[src/rtl/usb_lpm_pkg.sv]
package usb_lpm_pkg;

  typedef enum logic [1:0] {
    HS_NONE  = 2'd0,
    HS_STALL = 2'd1,
    HS_NYET  = 2'd2,
    HS_ACK   = 2'd3
  } lpm_hs_e;

  typedef enum logic [2:0] {
    ST_RUN,
    ST_SUSP,
    ST_RWAKE,
    ST_WAIT_HOST,
    ST_HOST_RES,
    ST_SETTLE
  } lpm_st_e;

  // Handshake decision from enable field, ready bit and FIFO occupancy
  function automatic lpm_hs_e pick_hs(input logic [1:0] en,
                                      input logic ready,
                                      input logic pend);
    lpm_hs_e r;
    case (en)
      2'd1:    r = HS_STALL;
      2'd3:    r = (ready && !pend) ? HS_ACK : HS_NYET;
      default: r = HS_NONE;
    endcase
    return r;
  endfunction

endpackage

[src/rtl/lpm_resp_sel.sv]
module lpm_resp_sel
  import usb_lpm_pkg::*;
#(
  parameter int NUM_TX = 4
) (
  input  logic              clk,
  input  logic              rst,
  input  logic              lpm_tok,
  input  logic [1:0]        lpm_en,
  input  logic              ready,
  input  logic [NUM_TX-1:0] tx_nonempty,
  output logic              ack_now,
  output logic              hs_valid,
  output logic [1:0]        hs_code
);

  lpm_hs_e choice;
  logic    any_pend;

  assign any_pend = |tx_nonempty;
  assign choice   = pick_hs(lpm_en, ready, any_pend);
  assign ack_now  = lpm_tok && (choice == HS_ACK);

  always_ff @(posedge clk) begin
    if (rst) begin
      hs_valid <= 1'b0;
      hs_code  <= HS_NONE;
    end else begin
      hs_valid <= lpm_tok && (choice != HS_NONE);
      hs_code  <= lpm_tok ? choice : HS_NONE;
    end
  end


  no_hs_when_off_chk: assert property (@(posedge clk) disable iff (rst)
    lpm_tok && !lpm_en[0] |=> !hs_valid);

  stall_reply_chk: assert property (@(posedge clk) disable iff (rst)
    lpm_tok && lpm_en == 2'd1 |=> hs_valid && hs_code == HS_STALL);

  nyet_not_ready_chk: assert property (@(posedge clk) disable iff (rst)
    lpm_tok && lpm_en == 2'd3 && !ready |=> hs_valid && hs_code == HS_NYET);

  nyet_pending_chk: assert property (@(posedge clk) disable iff (rst)
    lpm_tok && lpm_en == 2'd3 && (tx_nonempty != '0) |=> hs_code == HS_NYET);

  hs_pulse_chk: assert property (@(posedge clk) disable iff (rst)
    hs_valid && !$past(lpm_tok) |-> 1'b0);

endmodule

[src/rtl/lpm_us_timer.sv]
module lpm_us_timer #(
  parameter int CLK_MHZ = 125,
  parameter int UW      = 6
) (
  input  logic          clk,
  input  logic          rst,
  input  logic          start,
  input  logic [UW-1:0] load_us,
  output logic          done
);

  localparam int PW = (CLK_MHZ > 1) ? $clog2(CLK_MHZ) : 1;
  localparam logic [PW-1:0] PRE_LAST = PW'(CLK_MHZ - 1);

  logic [PW-1:0] pre_q;
  logic [UW-1:0] us_q;
  logic          run_q;
  logic          wrap;

  assign wrap = (pre_q == PRE_LAST);
  assign done = run_q && wrap && (us_q == '0);

  always_ff @(posedge clk) begin
    if (rst) begin
      run_q <= 1'b0;
      pre_q <= '0;
      us_q  <= '0;
    end else if (start) begin
      run_q <= 1'b1;
      pre_q <= '0;
      us_q  <= load_us - 1'b1;
    end else if (run_q) begin
      if (wrap) begin
        pre_q <= '0;
        if (us_q == '0) run_q <= 1'b0;
        else            us_q  <= us_q - 1'b1;
      end else begin
        pre_q <= pre_q + 1'b1;
      end
    end
  end


  timer_load_chk: assert property (@(posedge clk) disable iff (rst)
    start |-> load_us != '0);

  timer_stop_chk: assert property (@(posedge clk) disable iff (rst)
    done && !start |=> !run_q);

endmodule

[src/rtl/lpm_irq_bits.sv]
module lpm_irq_bits #(
  parameter int N = 2
) (
  input  logic         clk,
  input  logic         rst,
  input  logic [N-1:0] set,
  input  logic [N-1:0] clr,
  output logic [N-1:0] q
);

  for (genvar i = 0; i < N; i++) begin : g_bit
    always_ff @(posedge clk) begin
      if (rst)         q[i] <= 1'b0;
      else if (set[i]) q[i] <= 1'b1;
      else if (clr[i]) q[i] <= 1'b0;
    end


    set_wins_chk: assert property (@(posedge clk) disable iff (rst)
      set[i] |=> q[i]);

    clr_works_chk: assert property (@(posedge clk) disable iff (rst)
      clr[i] && !set[i] |=> !q[i]);
  end

endmodule

[src/rtl/usb_lpm_ctrl.sv]
module usb_lpm_ctrl
  import usb_lpm_pkg::*;
#(
  parameter int CLK_MHZ   = 125,
  parameter int NUM_TX    = 4,
  parameter int RWAKE_US  = 50,
  parameter int SETTLE_US = 10
) (
  input  logic              clk,
  input  logic              rst,
  input  logic              lpm_tok,
  input  logic [NUM_TX-1:0] tx_nonempty,
  input  logic [1:0]        cfg_lpm_en,
  input  logic              cfg_ready,
  input  logic              cfg_nak_all,
  input  logic              rwake_wr,
  input  logic              host_resume,
  input  logic [1:0]        irq_clr,
  output logic              hs_valid,
  output logic [1:0]        hs_code,
  output logic              suspended,
  output logic              force_nak,
  output logic              resume_drive,
  output logic              irq_lpm,
  output logic              irq_resume
);

  localparam int MAX_US = (RWAKE_US > SETTLE_US) ? RWAKE_US : SETTLE_US;
  localparam int UW     = $clog2(MAX_US + 1);

  lpm_st_e       st_q, st_d;
  logic          ack_now;
  logic          tmr_start;
  logic [UW-1:0] tmr_load;
  logic          tmr_done;
  logic          set_res;
  logic [1:0]    irq_q;

  lpm_resp_sel #(.NUM_TX(NUM_TX)) u_resp (
    .clk        (clk),
    .rst        (rst),
    .lpm_tok    (lpm_tok),
    .lpm_en     (cfg_lpm_en),
    .ready      (cfg_ready),
    .tx_nonempty(tx_nonempty),
    .ack_now    (ack_now),
    .hs_valid   (hs_valid),
    .hs_code    (hs_code)
  );

  lpm_us_timer #(.CLK_MHZ(CLK_MHZ), .UW(UW)) u_tmr (
    .clk    (clk),
    .rst    (rst),
    .start  (tmr_start),
    .load_us(tmr_load),
    .done   (tmr_done)
  );

  always_comb begin
    st_d      = st_q;
    tmr_start = 1'b0;
    tmr_load  = '0;
    set_res   = 1'b0;
    case (st_q)
      ST_RUN:
        if (ack_now) st_d = ST_SUSP;
      ST_SUSP:
        if (rwake_wr) begin
          st_d      = ST_RWAKE;
          tmr_start = 1'b1;
          tmr_load  = UW'(RWAKE_US);
        end else if (host_resume) begin
          st_d = ST_HOST_RES;
        end
      ST_RWAKE:
        if (tmr_done) st_d = ST_WAIT_HOST;
      ST_WAIT_HOST:
        if (host_resume) st_d = ST_HOST_RES;
      ST_HOST_RES:
        if (!host_resume) begin
          st_d      = ST_SETTLE;
          tmr_start = 1'b1;
          tmr_load  = UW'(SETTLE_US);
        end
      ST_SETTLE:
        if (tmr_done) begin
          st_d    = ST_RUN;
          set_res = 1'b1;
        end
      default: st_d = ST_RUN;
    endcase
  end

  always_ff @(posedge clk) begin
    if (rst) begin
      st_q         <= ST_RUN;
      suspended    <= 1'b0;
      resume_drive <= 1'b0;
      force_nak    <= 1'b0;
    end else begin
      st_q         <= st_d;
      suspended    <= (st_d != ST_RUN);
      resume_drive <= (st_d == ST_RWAKE);
      force_nak    <= cfg_nak_all && (force_nak || (st_d != ST_RUN));
    end
  end

  lpm_irq_bits #(.N(2)) u_irq (
    .clk(clk),
    .rst(rst),
    .set({set_res, hs_valid_next()}),
    .clr(irq_clr),
    .q  (irq_q)
  );

  function automatic logic hs_valid_next();
    return lpm_tok && cfg_lpm_en[0];
  endfunction

  assign irq_lpm    = irq_q[0];
  assign irq_resume = irq_q[1];


  irq_with_hs_chk: assert property (@(posedge clk) disable iff (rst)
    hs_valid |-> irq_lpm);

  suspend_on_ack_chk: assert property (@(posedge clk) disable iff (rst)
    $rose(suspended) |-> hs_valid && hs_code == HS_ACK);

  nak_after_suspend_chk: assert property (@(posedge clk) disable iff (rst)
    $rose(force_nak) |-> suspended);

  nak_release_chk: assert property (@(posedge clk) disable iff (rst)
    !cfg_nak_all |=> !force_nak);

  drive_end_chk: assert property (@(posedge clk) disable iff (rst)
    $fell(resume_drive) |-> st_q == ST_WAIT_HOST);

  rwake_ignore_chk: assert property (@(posedge clk) disable iff (rst)
    rwake_wr && st_q != ST_SUSP |=> !$rose(resume_drive));

  resume_irq_chk: assert property (@(posedge clk) disable iff (rst)
    $fell(suspended) |-> irq_resume);

endmodule

[config.mk]
export PLATFORM = sky130hd
export DESIGN_NAME = usb_lpm_ctrl
export DESIGN_NICKNAME = d
export VERILOG_FILES = /design/src/rtl/usb_lpm_pkg.sv /design/src/rtl/lpm_resp_sel.sv /design/src/rtl/lpm_us_timer.sv /design/src/rtl/lpm_irq_bits.sv /design/src/rtl/usb_lpm_ctrl.sv
export SDC_FILE = /design/constraint.sdc
export NUM_CORES = 1
export LEC_CHECK = 0
export ABC_AREA = 1
export BUFFER_PORTS_ARGS = -buffer_cell sky130_fd_sc_hd__buf_2
export CORE_ASPECT_RATIO = 1.1
export CORE_UTILIZATION = 44
export CTS_CLUSTER_SIZE = 30
export DETAILED_ROUTE_END_ITERATION = 16
export PLACE_DENSITY = 0.65
export SLEW_MARGIN = 20
export SYNTH_ARGS = -nofsm -noshare
export SYNTH_HDL_FRONTEND = slang
export SYNTH_SLANG_ARGS = --single-unit
[constraint.sdc]
create_clock -name clk -period 1.45 [get_ports clk]
set_input_delay 0.145 -clock clk [delete_from_list [all_inputs] [get_ports clk]]
set_output_delay 0.145 -clock clk [all_outputs]
set_load 0.02 [all_outputs]
---- Word-level counts from Yosys, hierarchy flattened ----
Index checks and enable logic that the tools add are counted.
word-level totals
  bits of input ports ..................... 15
  bits in registers ....................... 25
  output and inout bits ................... 8
  logic and storage cells ................. 77
operators by class
  bitwise operators ....................... 1
  mux-type cells .......................... 30
  add/subtract/negate cells ............... 3
  reduce and logical (&&, ||, !) cells .... 21
  eq/ne operators ......................... 11
operators with widths
  operator                                          count
  two-way mux 6 bit                                 5
  two-way mux 3 bit                                 6
  case mux 3 bit (6 select lines)                   1
  two-way mux 1 bit                                 13
  case mux 6 bit (2 select lines)                   1
  subtractor 6 x 1 -> 6 bit, second input constant  2
  nonzero test 2 bit                                5
  == test 3 x 2 -> 1 bit, second input constant     3
  adder 7 x 1 -> 7 bit, second input constant       1
  == test 7 bit, second input constant              1
  logical AND 1 bit                                 7
  two-way mux 7 bit                                 1
  == test 3 bit, second input constant              2
  logical NOT 6 bit                                 1
  == test 2 bit, second input constant              2
  two-way mux 4 bit                                 1
  case mux 2 bit (2 select lines)                   1
  OR reduction 2 bit                                2
  OR reduction 4 bit                                1
  == test 3 x 1 -> 1 bit, second input constant     1
  logical NOT 3 bit                                 1
  AND reduction 3 bit                               1
  nonzero test 3 bit                                1
  == test 2 x 1 -> 1 bit, second input constant     1
  other kinds (5)                                   5

---- Longest topological paths before layout ----
  depth after elaboration ................. 12
  depth in mapped cells ................... 11

---- Modules after synthesis ----
Synthesis repeated with hierarchy kept, for this count alone.
unflattened totals
  cell total of the unflattened synthesis .. 210
  area, all modules ....................... 1453.9 sq um
by module, submodules not included
  module        instances  cells an instance  area an instance (sq um)
  lpm_us_timer  1          129                880.8
  usb_lpm_ctrl  1          57                 381.6
  lpm_resp_sel  1          14                 118.9
  lpm_irq_bits  1          10                 72.6

---- Least setup slack after synthesis ----
No wires, ideal clock.
  kind .................................... register -> register
  start ................................... register st_q[0]
  end ..................................... register u_tmr.us_q[4]
  data arrival time ....................... 1348 ps
  stages on the path, launching flop included .. 11
  library setup time ...................... 120 ps
  required time ........................... 1330 ps
  slack ................................... -18 ps
  path buffers ............................ 1
  clock period less this slack ............ 1468 ps
  cells stage by stage .................... dfxtp_1 -> buf_6 -> nor2_4 -> nand3_4 -> nand2_4 -> inv_1 -> nand2_1 -> ha_1 -> nand3_1 -> a21oi_1 -> a21oi_1
on the way
  cells in the longest elaborated chain, start to end .. 4
RTL lines
  element                                                                                    RTL line             RTL
  start, declared                                                                            usb_lpm_ctrl.sv:31   lpm_st_e st_q, st_d;
  start signal, assigned                                                                     usb_lpm_ctrl.sv:101  st_q <= st_d;
  == test 3 bit / == test 3 x 1 -> 1 bit (equally long branches)                             usb_lpm_ctrl.sv:64   case (st_q)
  case mux 6 bit (2 select lines) / case mux 1 bit (2 select lines) (equally long branches)  usb_lpm_ctrl.sv:64
  subtractor 6 x 1 -> 6 bit (tied with other cells)                                          lpm_us_timer.sv:31   us_q <= load_us - 1'b1;
  two-way mux 6 bit / AND reduction 3 bit (equally long branches)                            --
  end signal, assigned                                                                       lpm_us_timer.sv:31
  end signal, assigned                                                                       lpm_us_timer.sv:36   else us_q <= us_q - 1'b1;
  end, declared                                                                              lpm_us_timer.sv:16   logic [UW-1:0] us_q;
Parallel ways exist; a longest one is shown, timed or not.
A chain may end at the register's enable or synchronous reset.

---- Final worst setup path ----
  start ................................... register u_tmr.pre_q[1]
  end ..................................... register u_tmr.us_q[5]
on the way
  cells in the longest elaborated chain, start to end .. 3
RTL lines
  element                        RTL line            RTL
  start, declared                lpm_us_timer.sv:15  logic [PW-1:0] pre_q;
  start signal, assigned         lpm_us_timer.sv:38  pre_q <= pre_q + 1'b1;
  == test 7 bit                  lpm_us_timer.sv:20  assign wrap = (pre_q == PRE_LAST);
  nonzero test 2 bit (no line)   --
  AND reduction 3 bit (no line)  --
Every way passes these cells.

==> impl_metrics.csv <==
group,metric,value,unit
routing,remaining_drc_errors,0,
final_layout,nets,237,
final_layout,multiInputGateArea,811,um^2
floorplan,initial_core_util,46.7,%
setup_path,slowest_stage,"dfxtp_2",
setup_path,worst_setup_path_start_kind,"flip-flop",
yosys,synth_top_area_cell,"dfxtp_1",
yosys,synth_edf_count,0,
yosys,syn_inst,174,
setup_path,crit_top_cell,"nor2_4",
routing,firstDrtPassIters,6,
setup_path,worstPathCellList,"inv_2 -> ha_4 -> nand3_4 -> nor2_4 -> nand2_4 -> nor2_4 -> nor2_4 -> clkinv_4 -> o21ai_1 -> a21oi_2",
setup_path,cp.arrival,1660,ps
yosys,synthMuxAreaShare,0,%
floorplan,rows,20,
global_routing,antenna_found_initial,0,
final_layout,nFillCells,253,
timing,rsz0062_at_grt,"yes",
global_routing,grt_pass1_vias,1033,
routing,dr_total_vias,1232,
floorplan,dieArea,3200,um^2
run_status,status,"finished, final reports clean",
yosys,synth_compound_area_share,8.70,%
yosys,async_flop_share,0,%
clock_network,clk_latency,310,ps
timing,slew_viol_final,0,
yosys,synth_seq_cells,25,
yosys,yosysMostFrequentCell,"nand2_1",
global_routing,grtUsageTotal,17.7,%
timing,final-setup-viol-count,0,
clock_network,clockRootBuffer,"clkbuf_4",
setup_path,worst_setup_path_end_kind,"flip-flop",
floorplan,io_pins,23,
timing,worst_pin_slew,370,ps
routing,drt_iter0_drc,18,
setup_path,crit_fanout,5,
timing,fmax,0.694,GHz
place,io_buffers,22,
final_layout,regArea,512,um^2
clock_network,cts_made_buffers,3,
yosys,syn-num-nets,192,
yosys,ys_seq_area_share,38.2,%
yosys,yosys-top-cells-count,"nand2_1 (35), dfxtp_1 (25), nor2_1 (24), inv_1 (20)",
global_routing,overflow,0,
place,gp_congestion,0.844,
setup_path,cp_slowest_stage_delay,360,ps
timing,timing.final.crit_share,99.4,%
routing,routed_wl,2850,um
yosys,synth_simple_gate_area_share,38.3,%
final_layout,fin_util,63.1,%
power_and_ir_drop,irDropWorstVdd,0.000413,V
routing,avgRoutedWirePerCell,11.3,um
yosys,syn-cell-area,1310,um^2
power_and_ir_drop,powerDensity,600,nW/um^2
power_and_ir_drop,leakagePower,0.841,nW
setup_path,cp.required,1670,ps
final_layout,drive_gt1_share,43.1,%
timing,skew,6.03,ps
routing,final_antenna_net_count,0,
yosys,synth_xor_area_share,3.35,%
place,hpwl,1960,um
floorplan,die_w,54,um
final_layout,finalNonFillerCells,251,
clock_network,cts.sinks,25,
yosys,synth_top_area_share,38.2,%
final_layout,area_growth,35.2,%
setup_path,cp.buffers_inverters,2,
yosys,yosys_warnings,0,
global_routing,grt_pass1_wl,4170,um
clock_network,htree_levels,1,
clock_network,clock_path_buffers,2,
timing,finalHoldViolCount,0,
setup_path,worstSetupPathType,"reg -> reg",
yosys,yosysUniqueCellTypes,29,
timing,relSlewSlack,75.3,%
yosys,syn_area_per_cell,7.52,um^2
setup_path,cp_top_family,"simple AND/OR/NAND/NOR gates",
timing,hold-worst-slack,57.3,ps
run,drv_cap,0,
worst_hold_path,hp-class,"in -> reg",
final_layout,antenna_cells,0,
yosys,ys.flop_type,"dfxtp_1",
yosys,synth_top_family_by_area,"simple AND/OR/NAND/NOR gates",
global_routing,grt_max_degree,14,
floorplan,die_h,59.2,um
timing,period_minus_slack,1440,ps
place,dp_cells,236,
yosys,ys_top_cells_by_area,"dfxtp_1 (38%), nand2_1 (10%), nor2_1 (6.9%)",
clock_network,clkSlewWorstSetupHoldPaths,130,ps
routing,vias_per_cell,4.91,
clock_network,cts_tree,"yes",
floorplan,core,2800,um^2
yosys,synthAdderAreaFrac,2.87,%
## cells in the final DEF (no fill, tap or decap), types with 4 or more instances in the layout
cell	n
a21oi_1	9
buf_2	22
buf_4	15
dfxtp_1	20
inv_1	14
inv_2	6
nand2_1	31
nand3_1	6
nand3_2	6
nor2_1	22
nor2_2	5
nor2_4	6
nor3_1	4
o21ai_1	4
## repair_timing
item	in CTS	in global routing
endpoints found under the setup margin	3	10
endpoints found under the hold margin	2	0
setup buffers	0	9
pin swaps	0	20
hold buffers	2	0
gates resized for setup	5	38
gates cloned	0	1
## worst paths after layout
check | startpoint | to | slack [ps] | depth (start not counted)
worst min register to register | u_irq.q[0] | u_irq.q[0] | 460 | 2
worst max-delay path | u_tmr.pre_q[1] | u_tmr.us_q[5] | 9 | 10
worst max register to register | u_tmr.pre_q[1] | u_tmr.us_q[5] | 9 | 10
worst min-delay path | cfg_nak_all | force_nak | 60 | 3
## worst register-to-register path, stage by stage, from the launching register on
cell	delay (ps)
dfxtp_2	360
inv_2	50
ha_4	160
nand3_4	80
nor2_4	50
nand2_4	80
nor2_4	50
nor2_4	210
clkinv_4	120
o21ai_1	160
a21oi_2	40
## cell type report
class                           count  area share [%]
Tap cell                           33            2.33
Sequential cell                    25            28.9
Multi-Input combinational cell    123            45.8
Clock buffer                        4            1.49
Inverter                           23            5.45
Timing Repair Buffer               42            15.6
Timing Repair inverter              1           0.354
## report_power, final
group          leakage (nW)  switching (mW)  internal (mW)
Sequential            0.205         0.00177          0.688
Clock                0.0150           0.195          0.107
Combinational         0.621          0.0397         0.0301
## cells by family (layout without fill, tap and decap cells)
logic type               Yosys count  after routing
AO/OA/AOI/OAI                     20             20
XOR/XNOR                           5              5
adder cells (fa/ha/maj)            3              3
buffers and inverters             26             70
flip-flops                        25             25
AND/OR/NAND/NOR                   95             95
## per-layer routing
| layer | GRT usage [%] | up-vias | part of all wire [%] |
|---|---|---|---|
| li1 | - | 640 | - |
| met5 | 0 | - | 0 |
| met1 | 21.5 | 565 | 43 |
| met3 | 4.10 | 2 | 4.5 |
| met4 | 5.13 | 0 | 0.56 |
| met2 | 30.5 | 25 | 52 |
## state kept, by name, indices dropped and copies added, names as in the netlist
signal	flops
force_nak	1
resume_drive	1
st_q	3
suspended	1
u_irq.q	2
u_resp.hs_code	2
u_resp.hs_valid	1
u_tmr.pre_q	7
u_tmr.run_q	1
u_tmr.us_q	6
## metrics by stage
stage                     cell area, um^2  setup WS [ps]  power, mW  setup TNS [ps]
after floorplan                      1310           1.83      0.740               0
after global placement               1520           10.9      0.771               0
after detailed placement             1520          -24.5      0.772           -46.6
after CTS                            1580           9.38       1.08               0
after global routing                 1770          -81.0       1.13            -365
final                                1770           8.58       1.06               0
Note: power is estimated with default switching activity, not from simulation.
